--- config.mk ---
export PLATFORM = sky130hd
export DESIGN_NAME = sector_fill_seq
export DESIGN_NICKNAME = d
export VERILOG_FILES = /design/src/rtl/sfs_pkg.sv /design/src/rtl/sfs_ctrl.sv /design/src/rtl/sfs_dpath.sv /design/src/rtl/sector_fill_seq.sv
export SDC_FILE = /design/constraint.sdc
export NUM_CORES = 1
export LEC_CHECK = 0
export ABC_AREA = 0
export BUFFER_PORTS_ARGS = -buffer_cell sky130_fd_sc_hd__buf_2
export CAP_MARGIN = 40
export CORE_AREA = 4 4 62 64
export CTS_CLUSTER_DIAMETER = 80
export DETAILED_ROUTE_END_ITERATION = 10
export DIE_AREA = 0 0 66 68
export GPL_ROUTABILITY_DRIVEN = 0
export PLACE_DENSITY = 0.71
export SKIP_CTS_REPAIR_TIMING = 1
export SLEW_MARGIN = 20
export SYNTH_ARGS = -nofsm -noshare
export SYNTH_HDL_FRONTEND = slang
export SYNTH_SLANG_ARGS = --single-unit
export TNS_END_PERCENT = 100
--- constraint.sdc ---
create_clock -name clk -period 1.6 [get_ports clk]
set_input_delay 0.08 -clock clk [delete_from_list [all_inputs] [get_ports clk]]
set_output_delay 0.08 -clock clk [all_outputs]
set_load 0.005 [all_outputs]
--- src/rtl/sfs_pkg.sv ---
package sfs_pkg;
  typedef enum logic [1:0] {
    ST_IDLE,
    ST_FILL_DEMAND,
    ST_FILL_PREFETCH,
    ST_DONE
  } seqState_t;

  typedef struct packed {
    logic capture;     // miss accepted this cycle
    logic newSector;   // accepted miss replaces the sector
    logic burstOn;     // a burst is outstanding
    logic selPref;     // outstanding burst is the prefetch
    logic doneDemand;  // demanded burst acknowledged
    logic donePref;    // prefetch burst acknowledged
  } seqStrobe_t;
endpackage

--- src/rtl/sfs_ctrl.sv ---
module sfs_ctrl
  import sfs_pkg::*;
(
  input  logic       clk,
  input  logic       rstN,
  input  logic       missValid,
  input  logic       missSectorHit,
  input  logic       missLineBit,
  input  logic       memAck,
  output seqStrobe_t strb,
  output logic       missReady,
  output logic       memReq,
  output logic       missDone
);
  seqState_t stateQ, stateD;
  logic      prefPendQ;

  always_comb begin
    stateD = stateQ;
    unique case (stateQ)
      ST_IDLE:          if (missValid) stateD = ST_FILL_DEMAND;
      ST_FILL_DEMAND:   if (memAck)    stateD = ST_DONE;
      ST_DONE:          stateD = prefPendQ ? ST_FILL_PREFETCH : ST_IDLE;
      ST_FILL_PREFETCH: if (memAck)    stateD = ST_IDLE;
      default:          stateD = ST_IDLE;
    endcase
  end

  always_ff @(posedge clk) begin
    if (!rstN) begin
      stateQ    <= ST_IDLE;
      prefPendQ <= 1'b0;
    end else begin
      stateQ <= stateD;
      if (strb.capture) prefPendQ <= !missSectorHit && !missLineBit;
    end
  end

  assign missReady = (stateQ == ST_IDLE);
  assign memReq    = (stateQ == ST_FILL_DEMAND) || (stateQ == ST_FILL_PREFETCH);
  assign missDone  = (stateQ == ST_DONE);

  always_comb begin
    strb.capture    = missReady && missValid;
    strb.newSector  = missReady && missValid && !missSectorHit;
    strb.burstOn    = memReq;
    strb.selPref    = (stateQ == ST_FILL_PREFETCH);
    strb.doneDemand = (stateQ == ST_FILL_DEMAND) && memAck;
    strb.donePref   = (stateQ == ST_FILL_PREFETCH) && memAck;
  end


  req_drop_after_ack_chk: assert property (@(posedge clk) disable iff (!rstN)
    memReq && memAck |=> !memReq);

  busy_blocks_accept_chk: assert property (@(posedge clk) disable iff (!rstN)
    memReq |-> !missReady);

  fill_after_new_sector_chk: assert property (@(posedge clk) disable iff (!rstN)
    strb.newSector |=> memReq && !missReady);
endmodule

--- src/rtl/sfs_dpath.sv ---
module sfs_dpath
  import sfs_pkg::*;
#(
  parameter int LINE_AW = 27
) (
  input  logic               clk,
  input  logic               rstN,
  input  seqStrobe_t         strb,
  input  logic [LINE_AW-1:0] missLine,
  input  logic               memAck,
  output logic [LINE_AW-1:0] memLine,
  output logic               fillWe,
  output logic               fillLine,
  output logic               validSet,
  output logic               validLine,
  output logic               tagWrite,
  output logic               validClr
);
  localparam int SECT_AW = LINE_AW - 1;

  logic [SECT_AW-1:0] sectQ;
  logic               halfQ;
  logic               validSetQ, validLineQ;

  always_ff @(posedge clk) begin
    if (!rstN) begin
      sectQ      <= '0;
      halfQ      <= 1'b0;
      validSetQ  <= 1'b0;
      validLineQ <= 1'b0;
    end else begin
      if (strb.capture) begin
        sectQ <= missLine[LINE_AW-1:1];
        halfQ <= missLine[0];
      end
      validSetQ  <= strb.doneDemand || strb.donePref;
      validLineQ <= strb.donePref ? 1'b1 : halfQ;
    end
  end

  assign memLine   = {sectQ, strb.selPref ? 1'b1 : halfQ};
  assign fillWe    = strb.burstOn;
  assign fillLine  = memLine[0];
  assign validSet  = validSetQ;
  assign validLine = validLineQ;
  assign tagWrite  = strb.newSector;
  assign validClr  = strb.newSector;


  addr_hold_chk: assert property (@(posedge clk) disable iff (!rstN)
    fillWe && !memAck |=> fillWe && $stable(memLine));

  valid_needs_ack_chk: assert property (@(posedge clk) disable iff (!rstN)
    validSet |-> $past(fillWe && memAck));

  demand_first_chk: assert property (@(posedge clk) disable iff (!rstN)
    tagWrite |=> fillWe && (fillLine == $past(missLine[0])));
endmodule

--- src/rtl/sector_fill_seq.sv ---
module sector_fill_seq
  import sfs_pkg::*;
#(
  parameter int LINE_AW = 27
) (
  input  logic               clk,
  input  logic               rstN,
  input  logic               missValid,
  input  logic [LINE_AW-1:0] missLine,
  input  logic               missSectorHit,
  output logic               missReady,
  output logic               missDone,
  output logic               memReq,
  output logic [LINE_AW-1:0] memLine,
  input  logic               memAck,
  output logic               fillWe,
  output logic               fillLine,
  output logic               validSet,
  output logic               validLine,
  output logic               tagWrite,
  output logic               validClr
);
  seqStrobe_t strb;

  sfs_ctrl ctrl_i (
    .clk(clk), .rstN(rstN), .missValid(missValid), .missSectorHit(missSectorHit),
    .missLineBit(missLine[0]), .memAck(memAck), .strb(strb),
    .missReady(missReady), .memReq(memReq), .missDone(missDone)
  );

  sfs_dpath #(.LINE_AW(LINE_AW)) dpath_i (
    .clk(clk), .rstN(rstN), .strb(strb), .missLine(missLine), .memAck(memAck),
    .memLine(memLine), .fillWe(fillWe), .fillLine(fillLine), .validSet(validSet),
    .validLine(validLine), .tagWrite(tagWrite), .validClr(validClr)
  );


  done_with_valid_chk: assert property (@(posedge clk) disable iff (!rstN)
    missDone |-> validSet);

  no_backward_pref_chk: assert property (@(posedge clk) disable iff (!rstN)
    missDone && validLine |=> !memReq);
endmodule

**Word level (Yosys, flattened, before mapping)**

Cells that the tools add are included.

- Register bits after elaboration: 32
- Bits of input ports: 32
- Output and inout bits: 36

- Eq/ne operators: 6
- Muxes and demuxes: 7
- Reductions and logical operators: 11

Operator list:

| operator | count |
|---|---|
| $mux W2 | 4 |
| $pmux W2 S4 | 1 |
| $ne A2 B2 Y1 const B | 3 |
| $logic_and A1 B1 Y1 | 5 |
| $eq A2 B2 Y1 const B | 2 |
| $reduce_and A3 Y1 | 1 |
| $eq A2 B1 Y1 const B | 1 |
| $logic_not A1 Y1 | 2 |
| $logic_not A2 Y1 | 1 |
| $logic_or A1 B1 Y1 | 2 |
| $mux W1 | 2 |

**Longest topological paths before layout**

- Depth after elaboration: 3
- Gate-level depth with buffers: 7
- Mapped depth without buffers: 5

**Modules after synthesis**

Synthesis repeated with hierarchy kept, for this count alone.

- Cells, all modules: 125
- Area total of the unflattened synthesis: 1391.3 sq um

Modules (own cells, without submodules):

| module | times used | cells an instance | area each (sq um) | seq. area each (sq um) |
|---|---|---|---|---|
| sfs_dpath | 1 | 96 | 1134.8 | 580.6 |
| sfs_ctrl | 1 | 29 | 256.5 | 60.1 |

**Worst setup path before layout**

OpenSTA, ideal clock, no wires.

- Path type: flip-flop to output port
- Start point: register ctrl_i.stateQ[0]
- End point: output port validClr
- Arrival: 1261 ps
- Slack: 259 ps
- Stages on the path, launching flop included: 7
- Buffers on the path: 2
- Cell sequence: dfxtp_1 inv_1 ha_1 nand2_1 clkbuf_1 nor2_1 buf_4

- Word-level cells in the longest chain between the ends: 3

Ends and longest elaborated chain:

| item | line | source |
|---|---|---|
| start, declared | sfs_ctrl.sv:15 | `seqState_t stateQ, stateD;` |
| start signal, assigned | sfs_ctrl.sv:34 | `stateQ <= stateD;` |
| $logic_not A2 Y1 | sfs_ctrl.sv:39 | `assign missReady = (stateQ == ST_IDLE);` |
| net missReady | sector_fill_seq.sv:11 | `output logic missReady,` |
| $logic_and A1 B1 Y1 (2 in a row) | sfs_ctrl.sv:45 | `strb.newSector = missReady && missValid && !missSectorHit;` |
| end, declared | sector_fill_seq.sv:21 | `output logic validClr` |

The timed path passes the listed nets, and every way through them passes these cells.

**Worst setup path in the final report**

- Start point: register ctrl_i.stateQ[0]
- End point: output port tagWrite

- Word-level cells in the longest chain between the ends: 3

Ends and longest elaborated chain:

| item | line | source |
|---|---|---|
| $logic_not A2 Y1 | sfs_ctrl.sv:39 |  |
| $logic_and A1 B1 Y1 (2 in a row) | sfs_ctrl.sv:45 |  |
| end, declared | sector_fill_seq.sv:20 | `output logic tagWrite,` |

No other way between the ends.

==> results by group <==
Outcome
  • Outcome: finished with violations
  • Failing checks: negative hold slack

Yosys
  • Count of cell types in the netlist: 22
  • Synthesized area per cell: between 8 and 9 um2
  • Area leader, netlist: dfxtp_1
  • Synth Cell Area: roughly 0.0013 mm2
  • Sequential area share after synthesis: 0.491
  • Post-synth ARST share: 0
  • Post-synth top area share: 0.491
  • EDFF count, synth: 0
  • Yosys Warn Count: 0
  • FF+latch count, synth: 32
  • Gate Count Post-Synth: about 150
  • Main flop type after synthesis: dfxtp_1
  • Net Count, Synth: about 190
  • Area contributors post-synth: dfxtp_1 (49%), nand2_1 (16%), a21boi_1 (12%)
  • Most instantiated cells after synthesis: nand2_1 (57), dfxtp_1 (32), a21boi_1 (21)
  • Most instantiated library cell after synthesis: nand2_1

GRT
  • Largest net degree at the start of global routing: 21
  • Initial antenna violation count: 0
  • Total GRT Usage: 0.142
  • Gr ovfl total: 0
  • Vias in the first global route: between 1000 and 1500
  • First-pass GRT wire length: around 4800 um

Clock network
  • CTS Buf Count: 5
  • Sink Count: 32
  • CTS max path bufs: 2
  • Worst-skew pair later-pin latency: around 320 ps
  • CTS tree: yes
  • CTS Root Cell: clkbuf_4
  • H-tree depth: 2
  • Clock transition at path regs: around 100 ps

Cells and area
  • Layout Cells excl Fill: 286
  • Area growth, synth to finish: 51.7%
  • Nets: roughly 280
  • Antenna Diode Count: 0
  • Fill cells: between 200 and 300
  • Share of layout cells above drive strength 1: 0.363

Power and ir drop
  • Lkg Pwr: 0.953 nW
  • Maximum VDD drop: around 0.82 mV
  • Pwr per Cell Area: around 1300 mW/mm2

Place
  • Post-place setup slack: 216 ps
  • Post-Place Cells: around 260
  • Input/output buffers: 67
  • Detail Placement HPWL: between 2000 and 2500 um

Drt
  • DR vias/cell: approximately 4.4
  • Total detailed-routing wirelength: 3370 um
  • DR vias: 1259
  • Remaining DRCs: 0
  • Initial DRC count: 91
  • Router iterations before antenna repair: 4
  • Antenna viol nets, final: 0
  • DR WL/cell: 11.8 um

Run
  • Max Cap Violations: 0

Setup path
  • CP required: between 1500 and 2000 ps
  • Crit Path Class: register to output port
  • Setup crit end kind: output port
  • Crit path from: ctrl_i.stateQ[0]$_SDFFE_PN0P_
  • Worst flop-to-flop path startpoint: ctrl_i.stateQ[0]$_SDFFE_PN0P_
  • Worst-path maximum fanout: 20
  • Flop2flop setup slack: 240 ps
  • Worst path arrival time: ~1400 ps
  • RR Endpoint: ctrl_i.stateQ[1]$_SDFFE_PN0P_
  • Crit start category: register
  • Path depth of the worst reg2reg path: 5

STA
  • Max-slew violations: 0
  • Fmax: between 600 and 700 MHz
  • Setup violators final: 0
  • Final Critical Period: 1500 ps
  • Worst hold slack: -1.92 ps
  • Slew HR: 0.825
  • Hold Vio Cnt, Final: 1
  • Clk_skew: just under 5 ps
  • Slew @ Worst Pin: between 200 and 300 ps
  • Fin crit share: 0.940
  • Setup WS post-layout: 95.3 ps

Floorplanning
  • Area of the core: roughly 0.0033 mm2
  • Die Y: approximately 68 um
  • Initial core utilization: 0.397
  • # rows: 21
  • Die area: about 0.0045 mm2
  • Die X: roughly 66 um
  • I/O pins: 68

Hold path
  • Hold-critical path depth: 3
  • Min-Delay Path Class: input port to register
  • Hold_sp: missLine[24]
  • Hold Crit Endpoint: dpath_i.sectQ[23]$_SDFFE_PN0P_
==> power by group <==
group          switching [mW]  total [mW]  internal (mW)
logic                   0.492       0.963          0.471
clock network           0.255       0.504          0.249
registers              0.0813        1.03          0.952
==> worst max path at each step <==
stage,endpoint,cells past startpoint
CTS,tagWrite,6
global placement,ctrl_i.stateQ[1]$_SDFFE_PN0P_,5
detailed placement,ctrl_i.stateQ[1]$_SDFFE_PN0P_,5
global route,tagWrite,6
floorplan,validClr,6
finish,tagWrite,6
==> state kept, by name, summed over array words and instances, names as in the netlist <==
signal / flops
dpath_i.halfQ: 1
dpath_i.validLine: 1
ctrl_i.stateQ: 2
dpath_i.validSet: 1
dpath_i.sectQ: 26
ctrl_i.prefPendQ: 1
==> per-layer routing <==
layer	vias to the layer above	GRT usage	wire length, um
li1	661	-	-
met3	0	0.0608	199
met5	-	0	0
met4	0	0.0533	0
met1	558	0.161	1470
met2	40	0.237	1700
==> stage by stage <==
| stage | hold WS (ps) | cell area (um2) | utilization | power (mW) | setup TNS, ps |
|---|---|---|---|---|---|
| 2_1_floorplan | 199 | 1310 | - | 1.64 | 0 |
| 3_3_place_gp | 325 | 1650 | 0.502 | 1.90 | 0 |
| 3_5_place_dp | 327 | 1650 | 0.502 | 1.92 | 0 |
| 4_1_cts | -34.2 | 1710 | 0.522 | 2.44 | -233 |
| 5_1_grt | 0.477 | 1980 | 0.603 | 2.72 | -35.7 |
| 6_report | -1.92 | 1980 | 0.603 | 2.50 | 0 |
==> cells in the final DEF (no fill, tap or decap) <==
cell type and n:
a211oi_1 1, nand2_1 57, dfxtp_2 2, clkbuf_8 2, dfxtp_1 30, a21boi_0 7, nor2b_1 2, and2_1 1
nand3_1 1, dlygate4sd3_1 24, buf_8 1, o311a_1 1, inv_2 2, o32ai_1 1, buf_4 4, a21boi_1 21
or3_1 1, ha_1 3, clkbuf_4 5, buf_2 67, o211a_1 1, nor2_2 1, o21ai_0 1, a21oi_1 1
ha_4 1, or2_2 1, o21ba_2 1
==> final cells by class <==
class	count	area, um2	share of cell area
tap	46	57.6	0.0291
inverter	2	7.51	0.00379
sequential	32	643	0.325
timing repair buffer	96	621	0.314
multi-input combinational	103	586	0.296
clock buffer	7	65.1	0.0329
==> worst max-delay path: stages (launching register included) <==
cell and delay [ps]:
dfxtp_2 350, inv_2 90, ha_4 150, nand2_1 100, buf_8 180, nor2_2 110
buf_2 130
==> kinds of logic (layout without fill, tap and decap cells) <==
| kind of cell | Yosys count | after routing | share of synthesized area |
|---|---|---|---|
| AND/OR/NAND/NOR | 64 | 64 | 0.195 |
| buffers and inverters | 14 | 105 | 0.0719 |
| AO/OA/AOI/OAI | 35 | 35 | 0.204 |
| flip-flops | 32 | 32 | 0.491 |
| adder cells (fa/ha/maj) | 4 | 4 | 0.0384 |
Power figures use the tool's default switching activity.
